### config.mk
export PLATFORM = sky130hd
export DESIGN_NAME = periodic_rate_gen
export DESIGN_NICKNAME = d
export VERILOG_FILES = /design/src/rtl/prg_pkg.sv /design/src/rtl/prg_reset_sync.sv /design/src/rtl/prg_base_counter.sv /design/src/rtl/prg_rate_decode.sv /design/src/rtl/prg_event_flag.sv /design/src/rtl/periodic_rate_gen.sv
export SDC_FILE = /design/constraint.sdc
export NUM_CORES = 1
export LEC_CHECK = 0
export CAP_MARGIN = 20
export CORE_MARGIN = 1.5
export CORE_UTILIZATION = 55
export DETAILED_ROUTE_END_ITERATION = 8
export DONT_BUFFER_PORTS = 1
export PLACE_DENSITY_LB_ADDON = 0.15
export SETUP_SLACK_MARGIN = 0.4
export SYNTH_ARGS = -nofsm -noshare
export SYNTH_HDL_FRONTEND = slang
export SYNTH_SLANG_ARGS = --single-unit
export TNS_END_PERCENT = 10
### constraint.sdc
create_clock -name clk -period 0.8 [get_ports clk]
set_clock_uncertainty 0.05 [all_clocks]
set_input_delay 0.2 -clock clk [delete_from_list [all_inputs] [get_ports clk]]
set_output_delay 0.2 -clock clk [all_outputs]
set_load 0.02 [all_outputs]
### src/rtl/prg_pkg.sv
package prg_pkg;

  typedef enum logic [1:0] {
    DIV_RUN   = 2'd0,
    DIV_HOLD  = 2'd1,
    DIV_CLEAR = 2'd2
  } div_mode_e;

  localparam int unsigned DIV_W       = 3;
  localparam int unsigned DIV_RUN_MAX = 2;

  // upper two bits both set -> count held at zero; low values run; rest freeze
  function automatic div_mode_e div_decode(input logic [DIV_W-1:0] d);
    div_mode_e m;
    if (d[DIV_W-1:DIV_W-2] == 2'b11) begin
      m = DIV_CLEAR;
    end else if (d <= DIV_W'(DIV_RUN_MAX)) begin
      m = DIV_RUN;
    end else begin
      m = DIV_HOLD;
    end
    return m;
  endfunction

endpackage

### src/rtl/prg_reset_sync.sv
module prg_reset_sync (
  input  logic clk,
  input  logic rst_n,
  output logic rst_sync_n
);

  logic [1:0] sync_q;
  logic [1:0] sync_d;

  always_comb begin
    sync_d = {sync_q[0], 1'b1};
  end

  always_ff @(posedge clk or negedge rst_n) begin
    if (!rst_n) begin
      sync_q <= 2'b00;
    end else begin
      sync_q <= sync_d;
    end
  end

  assign rst_sync_n = sync_q[1];

endmodule

### src/rtl/prg_base_counter.sv
module prg_base_counter
  import prg_pkg::*;
#(
  parameter int unsigned CNT_W = 16
) (
  input  logic             clk,
  input  logic             rst_n,
  input  logic             tick_en,
  input  div_mode_e        mode,
  output logic             adv,
  output logic [CNT_W-1:0] cnt_nxt
);

  logic [CNT_W-1:0] cnt_q;
  logic [CNT_W-1:0] cnt_d;

  always_comb begin
    adv     = tick_en && (mode == DIV_RUN);
    cnt_nxt = cnt_q + CNT_W'(1);
    cnt_d   = cnt_q;
    if (mode == DIV_CLEAR) begin
      cnt_d = '0;
    end else if (adv) begin
      cnt_d = cnt_nxt;
    end
  end

  always_ff @(posedge clk or negedge rst_n) begin
    if (!rst_n) begin
      cnt_q <= '0;
    end else begin
      cnt_q <= cnt_d;
    end
  end

  assert_clear_zero_R9: assert property (@(posedge clk) disable iff (!rst_n)
    (mode == DIV_CLEAR) |=> (cnt_q == '0));

  assert_hold_stable_R9: assert property (@(posedge clk) disable iff (!rst_n)
    (mode == DIV_HOLD) |=> $stable(cnt_q));

  assert_idle_stable_R10: assert property (@(posedge clk) disable iff (!rst_n)
    (!tick_en && mode != DIV_CLEAR) |=> $stable(cnt_q));

endmodule

### src/rtl/prg_rate_decode.sv
module prg_rate_decode #(
  parameter int unsigned CNT_W  = 16,
  parameter int unsigned CODE_W = 4
) (
  input  logic [CODE_W-1:0] rate_sel,
  input  logic              pie_en,
  output logic              active,
  output logic [CNT_W-1:0]  phase_mask
);

  localparam logic [CODE_W-1:0] ALIAS_LO = CODE_W'(8);
  localparam logic [CODE_W-1:0] ALIAS_HI = CODE_W'(9);

  logic [CODE_W-1:0] eff_code;
  logic [CODE_W-1:0] shift;

  always_comb begin
    unique case (rate_sel)
      CODE_W'(1): eff_code = ALIAS_LO;
      CODE_W'(2): eff_code = ALIAS_HI;
      default:    eff_code = rate_sel;
    endcase
    shift  = eff_code - CODE_W'(1);
    active = pie_en && (rate_sel != '0);
  end

  // bits below the period bit form the phase mask
  for (genvar i = 0; i < CNT_W; i++) begin : g_mask
    assign phase_mask[i] = (CODE_W'(i) < shift);
  end

endmodule

### src/rtl/prg_event_flag.sv
module prg_event_flag (
  input  logic clk,
  input  logic rst_n,
  input  logic fire,
  input  logic flag_clr,
  output logic per_flag,
  output logic req_pulse
);

  logic flag_q, flag_d;
  logic pulse_q, pulse_d;

  always_comb begin
    flag_d  = fire | (flag_q & ~flag_clr);
    pulse_d = fire;
  end

  always_ff @(posedge clk or negedge rst_n) begin
    if (!rst_n) begin
      flag_q  <= 1'b0;
      pulse_q <= 1'b0;
    end else begin
      flag_q  <= flag_d;
      pulse_q <= pulse_d;
    end
  end

  assign per_flag  = flag_q;
  assign req_pulse = pulse_q;

  assert_pulse_sets_flag_R7: assert property (@(posedge clk) disable iff (!rst_n)
    req_pulse |-> per_flag);

  assert_pulse_single_R7: assert property (@(posedge clk) disable iff (!rst_n)
    req_pulse |=> !req_pulse);

  assert_flag_holds_R8: assert property (@(posedge clk) disable iff (!rst_n)
    (per_flag && !flag_clr) |=> per_flag);

endmodule

### src/rtl/periodic_rate_gen.sv
module periodic_rate_gen
  import prg_pkg::*;
#(
  parameter int unsigned CNT_W  = 16,
  parameter int unsigned CODE_W = 4
) (
  input  logic              clk,
  input  logic              rst_n,
  input  logic              tick_en,
  input  logic [CODE_W-1:0] rate_sel,
  input  logic [DIV_W-1:0]  div_sel,
  input  logic              pie_en,
  input  logic              flag_clr,
  output logic              per_flag,
  output logic              req_pulse
);

  logic             rst_sync_n;
  div_mode_e        mode;
  logic             adv;
  logic [CNT_W-1:0] cnt_nxt;
  logic             active;
  logic [CNT_W-1:0] phase_mask;
  logic             fire;

  prg_reset_sync u_rst (
    .clk        (clk),
    .rst_n      (rst_n),
    .rst_sync_n (rst_sync_n)
  );

  always_comb begin
    mode = div_decode(div_sel);
  end

  prg_base_counter #(.CNT_W(CNT_W)) u_cnt (
    .clk     (clk),
    .rst_n   (rst_sync_n),
    .tick_en (tick_en),
    .mode    (mode),
    .adv     (adv),
    .cnt_nxt (cnt_nxt)
  );

  prg_rate_decode #(.CNT_W(CNT_W), .CODE_W(CODE_W)) u_dec (
    .rate_sel   (rate_sel),
    .pie_en     (pie_en),
    .active     (active),
    .phase_mask (phase_mask)
  );

  always_comb begin
    fire = adv && active && ((cnt_nxt & phase_mask) == '0);
  end

  prg_event_flag u_flag (
    .clk       (clk),
    .rst_n     (rst_sync_n),
    .fire      (fire),
    .flag_clr  (flag_clr),
    .per_flag  (per_flag),
    .req_pulse (req_pulse)
  );

  assert_no_req_disabled_R6: assert property (@(posedge clk) disable iff (!rst_sync_n)
    req_pulse |-> $past(pie_en));

  assert_no_req_code0_R4: assert property (@(posedge clk) disable iff (!rst_sync_n)
    req_pulse |-> ($past(rate_sel) != '0));

  assert_req_needs_tick_R10: assert property (@(posedge clk) disable iff (!rst_sync_n)
    req_pulse |-> $past(tick_en));

endmodule

==> summary.md <==
| Metric | Value |
|---|---|
| Status | `finished with violations` |
| Failing checks | `hold timing, setup timing` |
| Ys flop type | `dfrtp_1` |
| Clk pwr share | `23.3%` |
| Slew @ Worst Pin | `between 0.5 and 0.6 ns` |
| Placed Instances | `about 250` |
| Internal power | `roughly 1.5 mW` |
| Die Height | `around 55 µm` |
| Synth Cell Area | `between 0.001 and 0.0015 mm²` |
| Combinational share of power | `about 30%` |
| Cell variety after synth | `51` |
| Sw Ratio | `30.4%` |
| Startpoint type of the worst setup path | `flop` |
| VDD IR max | `1280 µV` |
| DP Area | `around 0.0019 mm²` |
| N_diodes | `0` |
| Sequential group share of total power | `46.8%` |
| GR Util All Layers | `roughly 30%` |
| Number of H-tree levels | `1` |
| Vias per Instance | `6.16` |
| Final Max Tran Viols | `0` |
| Yosys Warn Count | `0` |
| Clk slew on worst S/H paths | `roughly 0.1 ns` |
| Core area | `0.00250 mm²` |
| Met1 GRT Util | `a little over a third` |
| Clock sink count | `19` |
| Syn_nets | `about 190` |
| Post-route minimum period | `2.10 ns` |
| Area leader, netlist | `dfrtp_1` |
| Number of port buffers | `0` |
| Synth cell count leaders | `dfrtp_1, o21ai_0, nand2_1, nor2_1` |
| Nets | `approximately 240` |
| Avg Inst Size Synth | `about 8.6 µm²` |
| Die ar. | `around 0.0030 mm²` |
| Worst skew pair latency | `between 0.3 and 0.4 ns` |
| Req. time, crit path | `0.97 ns` |
| Seq cells post-synth | `19` |
| Initial antenna violation count | `0` |
| Hold Fails Final Rpt | `1` |
| Initial DRC count | `between 50 and 60` |
| Pleak | `0.893 nW` |
| Residual DRC | `0` |
| Synth top area cells | `dfrtp_1, o21ai_0, xnor2_1` |
| Met3 usage in global routing | `under 10%` |
| CP arrival | `2.27 ns` |
| Total CTS buffers | `3` |
| Clock Path Buffers | `2` |
| Final Wtd Congestion | `around 0.9` |
| Yosys top cell area share | `about a third` |
| Vias in the first global route | `between 1000 and 1500` |
| Grt met2 use | `around 52%` |
| Root Buffer | `clkbuf_4` |
| Total of max-cap violations | `0` |
| Share of layout cells above drive strength 1 | `45.9%` |
| RSZ-0062 raised after global routing | `true` |
| Largest net degree at the start of global routing | `18` |
| Final setup violation count | `19` |
| Asr flop ratio synth | `100%` |
| PD cells | `just over 1000 mW/mm²` |
| Row Count | `18` |
| Final TNS setup | `-13.44 ns` |
| GRT overflow | `0` |
| Final ANT Viol Nets | `0` |
| Cts hold-fix bufs | `1` |
| CTS tree | `yes` |
| Final instance area | `0.00210 mm²` |
| Final Util | `roughly 84%` |
| Worst hold path class | `primary input to flop` |
| Vias | `between 1500 and 2000` |
| Max_slew headroom | `64.2%` |
| Crit share post-route | `262%` |
| Sw power | `between 600 and 700 µW` |
| Global-route wire length before repair | `roughly 6300 µm` |
| Worst-path fanout max | `2` |
| Fmax | `between 400 and 500 MHz` |
| DR pass1 iterations | `4` |
| Crit. End Element | `flop` |
| Die W | `around 55 µm` |
| Seq/Total Area, Yosys | `approximately a third` |
| Post-Syn Instances | `approximately 170` |
| Post-place setup slack | `-1.37 ns` |
| Hold WS | `-0.107 ns` |
| EDFF count, synth | `0` |
| Busiest grt layer | `met2` |
| Fin cells | `252` |
| Most frequent cell after synthesis | `dfrtp_1` |
| Io pins | `14` |
| Crit path kind | `flop to flop` |
| Filler cells | `between 100 and 150` |
| DP HPWL | `between 3000 and 4000 µm` |
| DR WL/cell | `approximately 17 µm` |
| Synthesis-to-layout area growth | `42.3%` |
| Initial Util | `between 50% and 60%` |
| WL final | `between 4000 and 5000 µm` |
| Tot Pwr | `2.16 mW` |
| Final setup margin | `-1.30 ns` |
## placed cells by master (no fill, tap or decap), types with 2 or more instances in the layout
cell type  instances
xor2_1             4
xnor2_2            2
nand3_2            3
o31ai_1            6
a211oi_1           3
o21ai_1            6
o31ai_2            3
nor4_2             2
mux2i_1            2
xnor2_1            6
inv_1              8
ha_1               2
buf_6              3
buf_4             50
o21ai_0            8
a21oi_1            4
a21oi_2            5
nor2_4             2
o21ai_2            2
nand4_1            5
a31oi_1            3
clkbuf_4           3
nand3_1            2
and2_1             3
nor2_1             9
nor2_2             3
nand2_1           12
or4_4              2
buf_12             2
o22ai_1            2
dfrtp_1           18
## cell type report
| cell class | instances | area (µm²) | area share, % |
|---|---|---|---|
| clock buffers | 4 | 26.3 | 1.25 |
| inverters | 9 | 33.8 | 1.61 |
| multi-input cells | 134 | 1060 | 50.7 |
| flip-flops and latches | 19 | 477 | 22.7 |
| well taps | 30 | 37.5 | 1.79 |
| repair buffers | 56 | 459 | 21.9 |
## worst max-delay path, stage by stage (launching register included)
cell and delay [ns]:
dfrtp_1 0.40, ha_4 0.15, nand4_1 0.15, buf_4 0.19, or3_4 0.34, xnor2_2 0.14
a311o_1 0.31, o41ai_2 0.27
## final timing paths
path,from,end,slack (ns),cells past startpoint
hold reg to reg,u_rst.sync_q[1],u_cnt.cnt_q[7],0.16,1
setup / recovery,u_cnt.cnt_q[1],u_flag.per_flag,-1.30,7
setup reg to reg,u_cnt.cnt_q[1],u_flag.per_flag,-1.30,7
max in group asynchronous,u_rst.sync_q[1],u_cnt.cnt_q[0],0.41,1
hold / removal,div_sel[1],u_cnt.cnt_q[1],-0.11,1
min in group asynchronous,rst_n,u_rst.sync_q[1],0.05,1
## metal layers
metal / vias to the layer above / wire length [µm]
li1: 736 / -
met1: 737 / 1730
met2: 66 / 2180
met3: 13 / 274
met4: 0 / 73
met5: - / 0
## power by group through the flow
stage | registers, mW | logic (mW) | clock network (mW)
6_report | 1.01 | 0.646 | 0.505
5_1_grt | 1.02 | 0.694 | 0.556
4_1_cts | 1.01 | 0.576 | 0.503
3_5_place_dp | 1.03 | 0.555 | 0
3_3_place_gp | 1.03 | 0.544 | 0
2_1_floorplan | 1.05 | 0.338 | 0
## logic make-up (layout without fill, tap and decap cells)
logic type | count (synthesis) | in the layout | synth area share (%)
compound gates | 56 | 56 | 25.9
other cells | 1 | 1 | 0.254
simple gates | 57 | 57 | 20.8
fa+ha+maj | 4 | 4 | 3.40
flops | 19 | 19 | 32.3
buf+inv | 18 | 69 | 7.13
xor+xnor | 13 | 13 | 8.23
mux | 3 | 3 | 2.04
## registers in the layout, indices dropped and copies added, names as in the netlist
| name | flops |
|---|---|
| u_cnt.cnt_q | 15 |
| u_rst.sync_q | 2 |
| u_flag.per_flag | 1 |
| u_flag.req_pulse | 1 |
## what timing repair did
| action | in CTS | in global routing |
|---|---|---|
| endpoints found under the setup margin | 37 | 37 |
| gates resized for setup | 10 | 30 |
| hold endpoints to repair | 3 | 1 |
| setup buffers | 2 | 0 |
| pin swaps | 5 | 4 |
Power figures use the tool's default switching activity.
